File: src/rtl/edt_pkg.sv
package edt_pkg;
  // Ratio index: lower half ascending, upper half mirrored.
  function automatic logic [2:0] ratio_index(input logic [3:0] c);
    return c[3] ? ~c[2:0] : c[2:0];
  endfunction
endpackage

File: src/rtl/edt_cfg_decode.sv
module edt_cfg_decode #(
  parameter int LOG_STEP = 3,
  parameter int CNT_W    = LOG_STEP*7+1
) (
  input  logic [3:0]       code,
  output logic [CNT_W-1:0] last,
  output logic             pol
);
  import edt_pkg::*;
  logic [2:0] idx;
  always_comb begin
    idx  = ratio_index(code);
    last = (CNT_W'(1) << (LOG_STEP*int'(idx))) - CNT_W'(1);
    pol  = code[3];
  end
endmodule

File: src/rtl/edt_delay_counter.sv
module edt_delay_counter #(
  parameter int CNT_W = 22
) (
  input  logic             clk,
  input  logic             rst,
  input  logic             clr,
  input  logic             en,
  input  logic [CNT_W-1:0] last,
  output logic [CNT_W-1:0] cnt,
  output logic             hit
);
  assign hit = (cnt == last);
  always_ff @(posedge clk) begin
    if (rst || clr)      cnt <= '0;
    else if (en && !hit) cnt <= cnt + CNT_W'(1);
  end
endmodule

File: src/rtl/edge_delay_timer.sv
module edge_delay_timer #(
  parameter int VARIANT  = 0,
  parameter int LOG_STEP = 3
) (
  input  logic       clk,
  input  logic       rst,
  input  logic       tick,
  input  logic       din,
  input  logic [3:0] code,
  output logic       dout
);
  localparam int CNT_W = LOG_STEP*7+1;

  logic             busy, lvl, lvl_nxt;
  logic [3:0]       cfg_q, cfg_sel;
  logic [CNT_W-1:0] cnt, last;
  logic             pol, hit, inv;
  logic             delay_this, start, bypass, cancel, finish;

  assign cfg_sel = busy ? cfg_q : code;

  edt_cfg_decode #(.LOG_STEP(LOG_STEP), .CNT_W(CNT_W)) u_dec (
    .code(cfg_sel), .last(last), .pol(pol)
  );

  generate
    if (VARIANT == 0) begin : g_edge_sel
      assign delay_this = (din != pol);
      assign inv        = 1'b0;
    end else begin : g_invert
      assign delay_this = 1'b1;
      assign inv        = pol;
    end
  endgenerate

  assign start   = !busy && (din != lvl) && delay_this;
  assign bypass  = !busy && (din != lvl) && !delay_this;
  assign cancel  = busy && (din == lvl);
  assign finish  = busy && !cancel && tick && hit;
  assign lvl_nxt = (bypass || finish) ? din : lvl;

  edt_delay_counter #(.CNT_W(CNT_W)) u_cnt (
    .clk(clk), .rst(rst), .clr(start), .en(busy && tick),
    .last(last), .cnt(cnt), .hit(hit)
  );

  always_ff @(posedge clk) begin
    if (rst) begin
      busy  <= 1'b0;
      lvl   <= 1'b0;
      cfg_q <= '0;
      dout  <= 1'b0;
    end else begin
      if (!busy) cfg_q <= code;
      busy <= start || (busy && !cancel && !finish);
      lvl  <= lvl_nxt;
      dout <= lvl_nxt ^ inv;
    end
  end
endmodule

File: config.mk
export PLATFORM = sky130hd
export DESIGN_NAME = edge_delay_timer
export DESIGN_NICKNAME = d
export VERILOG_FILES = /design/src/rtl/edt_pkg.sv /design/src/rtl/edt_cfg_decode.sv /design/src/rtl/edt_delay_counter.sv /design/src/rtl/edge_delay_timer.sv
export SDC_FILE = /design/constraint.sdc
export NUM_CORES = 1
export LEC_CHECK = 0
export ABC_AREA = 1
export BUFFER_PORTS_ARGS = -buffer_cell sky130_fd_sc_hd__buf_2
export CORE_AREA = 2 2 88 90
export CTS_BUF_LIST = sky130_fd_sc_hd__clkbuf_16
export CTS_CLUSTER_SIZE = 28
export DETAILED_ROUTE_END_ITERATION = 12
export DIE_AREA = 0 0 90 92
export PLACE_DENSITY_LB_ADDON = 0.12
export SYNTH_ARGS = -nofsm -noshare
export SYNTH_HDL_FRONTEND = slang
export SYNTH_SLANG_ARGS = --single-unit
File: constraint.sdc
create_clock -name clk -period 2.75 [get_ports clk]
set_input_delay 0.55 -clock clk [delete_from_list [all_inputs] [get_ports clk]]
set_output_delay 0.55 -clock clk [all_outputs]
set_load 0.05 [all_outputs]
==> reports/metrics.yaml <==
setup_viol: 4
p_total_w: 0.00139
cpPeakStageDelay_ps: 420
dpl_cell_area_um2: 2520
areaGrowthSynthToFinish_pct: 31.0
diodes: 0
gp_congestion: 0.859
drive_gt1_share_pct: 24.6
wire_per_inst_um: 12.8
status: "finished, violations left"
hold_depth: 2
clk_pin_slew_ps: 80
worstMarginPinSlew_ps: 512
grt_pass1_vias: 2037
clkPwrFrac_pct: 25.7
crit_arrival_ps: 2970
fin_crit_ps: 2770
cts_root_buf: "clkbuf_16"
skew_ps: 6.74
via_per_inst: 4.58
power.internal_w: 0.000878
drtIter0Drc: 82
cts_buffers: 3
overflow: 0
antenna_found_initial: 0
mostFrequentLayoutCells: "nand2_1 (110), inv_1 (32), nor2_1 (32), dfxtp_1 (27), buf_4 (27)"
hold_viol_final: 0
reg2reg_to: "u_cnt.cnt[9]$_SDFFE_PP0P_"
drc: 0
dieHeight_um: 92
rr_worst_depth: 22
syn_nets: 362
pwr-share-seq_pct: 31.6
comb_power_share_pct: 42.8
worstSkewPairLatency_ps: 270
whs_endpoint: "u_cnt.cnt[21]$_SDFFE_PP0P_"
cp.required_ps: 2950
crit_slowest_cell: "dfxtp_4"
slew_viol_final: 0
min_from: "u_cnt.cnt[21]$_SDFFE_PP0P_"
p_leak_nw: 1.15
grt_pass1_wl_um: 9830
violations: "negative setup slack"
clock_path_buffers: 2
final_cells: 488
layout_setup_ws_ps: -19.7
htree_levels: 1
vias: 2233
syn_area_um2: 2140
antenna_left: 0
io_buffers: 8
grt_max_degree: 20
r2r-start: "busy$_SDFF_PP0_"
syn_avg_cell_area_um2: 6.11
p_switching_w: 0.000514
detail_route.first_pass.iterations: 4
path_max_fanout: 7
dpl.cell_count: 476
rows: 32
path_cells: "buf_6, nand2_2, nand2_2, nand2_2, nand2_2, nand3_4, ha_4, ha_4, xor2_1, nand2_1, nor2_1, nand3_1, nor2_1, nand2_1, nor2_2, nand2_2, nor2_4, nor2_4, inv_4, clkbuf_16, nand2_2, a21oi_1"
ff2ff_setup_slack_ps: -20
core_um2: 7450
clkSinkCount: 28
nets: 398
worstSetupStartpointType: "flip-flop"
start_util_pct: 28.8
crit_type: "reg -> reg"
max_freq_mhz: 361
period_share_pct: 101
cts_tree: "done"
final_common_cell: "nand2_1"
ys_warn_count: 0
die_area_um2: 8280
ys_ff_latch: 28
cts_hold_buf: 0
cpMostUsedCell: "nand2_2"
rsz0062_at_grt: "yes"
wl_um: 6260
hold_ws_ps: 480
postSynthCellCount: 351
design_area_um2: 2810
ir_drop_v: 0.000236
gr-usage-all-layers_pct: 14.9
ios: 9
relSlewSlack_pct: 65.6
fin_util_pct: 37.7
endpoint_kind: "flip-flop"
power_density_nw_per_um2: 495
synth_seq_area_share_pct: 26.1
drv_cap: 0
min_path_type: "reg -> reg"
ys_types: 28
die_x_um: 90
switching_share_pct: 36.9
hpwl_um: 4730
-- Yosys cell counts, drive strengths merged --
master / n / area share, %
nand3: 26 / 6.3
inv: 34 / 6.0
nor4: 6 / 1.8
nand4: 6 / 1.8
nor3b: 2 / 0.70
o21ai: 6 / 1.6
nand3b: 2 / 0.70
nor3: 7 / 1.6
buf: 6 / 2.7
nand2: 138 / 26
clkbuf: 5 / 0.88
dfxtp: 28 / 26
xnor2: 5 / 2.0
a21oi: 22 / 5.3
xor2: 19 / 7.8
ha: 3 / 1.8
nor2: 35 / 6.8
clkinv: 1 / 0.23
-- power by group through the flow --
| stage | clock network (W) | registers, W | logic [W] |
|---|---|---|---|
| global placement | 0 | 0.000447 | 0.000516 |
| floorplan | 0 | 0.000450 | 0.000340 |
| global route | 0.000377 | 0.000443 | 0.000662 |
| detailed placement | 0 | 0.000447 | 0.000516 |
| CTS | 0.000365 | 0.000437 | 0.000533 |
| finish | 0.000357 | 0.000439 | 0.000595 |
-- logic make-up (layout without fill, tap and decap cells) --
kind of cell,count (synthesis),in the layout,synth area share (%)
AND/OR/NAND/NOR,222,222,45.7
buffers and inverters,46,81,9.74
AO/OA/AOI/OAI,28,28,6.88
flip-flops,28,28,26.1
XOR/XNOR,24,24,9.80
adder cells (fa/ha/maj),3,3,1.75
-- per-stage QoR --
step                      worst slack (ps)  setup TNS (ps)
after detailed placement              -312           -6930
final                                -19.7           -49.4
after CTS                             4.79               0
after global placement                -300           -6590
after global routing                  -244           -4980
after floorplan                      -19.7           -20.2
-- worst max-delay path, delay by kind of cell, from the launching register on --
kind | cells | cell delay [ps]
adder cells (fa/ha/maj) | 2 | 430
AO/OA/AOI/OAI | 1 | 120
AND/OR/NAND/NOR | 15 | 1210
flip-flops | 1 | 420
XOR/XNOR | 1 | 140
buffers and inverters | 3 | 370
-- timing repair --
item	in CTS	in global routing
gates cloned	0	2
buffers inserted	1	5
hold endpoints to repair	0	0
pin swaps	2	25
setup endpoints to repair	24	24
gates resized for setup	8	31
-- state kept, by name, indices dropped and copies added, names as in the netlist --
signal and count:
u_cnt.cnt 22, cfg_q 4, lvl 1, busy 1
-- layout make-up --
class,count,area [um^2]
fillers,842,4640
multi-input cells,277,1520
flip-flops and latches,28,564
repair buffers,42,367
inverters,35,151
well taps,102,128
clock buffers,3,75.1
clock inverters,1,3.75
-- worst max-delay path by stage --
stage | depth (start not counted) | start | to
floorplan | 23 | code[3] | u_cnt.cnt[15]$_SDFFE_PP0P_
global placement | 21 | code[3] | u_cnt.cnt[0]$_SDFFE_PP0P_
detailed placement | 22 | code[3] | u_cnt.cnt[15]$_SDFFE_PP0P_
CTS | 22 | busy$_SDFF_PP0_ | u_cnt.cnt[15]$_SDFFE_PP0P_
global route | 22 | busy$_SDFF_PP0_ | u_cnt.cnt[6]$_SDFFE_PP0P_
finish | 22 | busy$_SDFF_PP0_ | u_cnt.cnt[9]$_SDFFE_PP0P_
-- per-layer routing --
layer  GRT usage (%)  share of wire (%)  up-vias
met2            25.8                 49       29
li1                -                  -     1175
met5               0                  0        -
met1            19.5                 46     1016
met3            1.56                2.4       13
met4            4.87                2.1        0
Note: power is estimated with default switching activity, not from simulation.
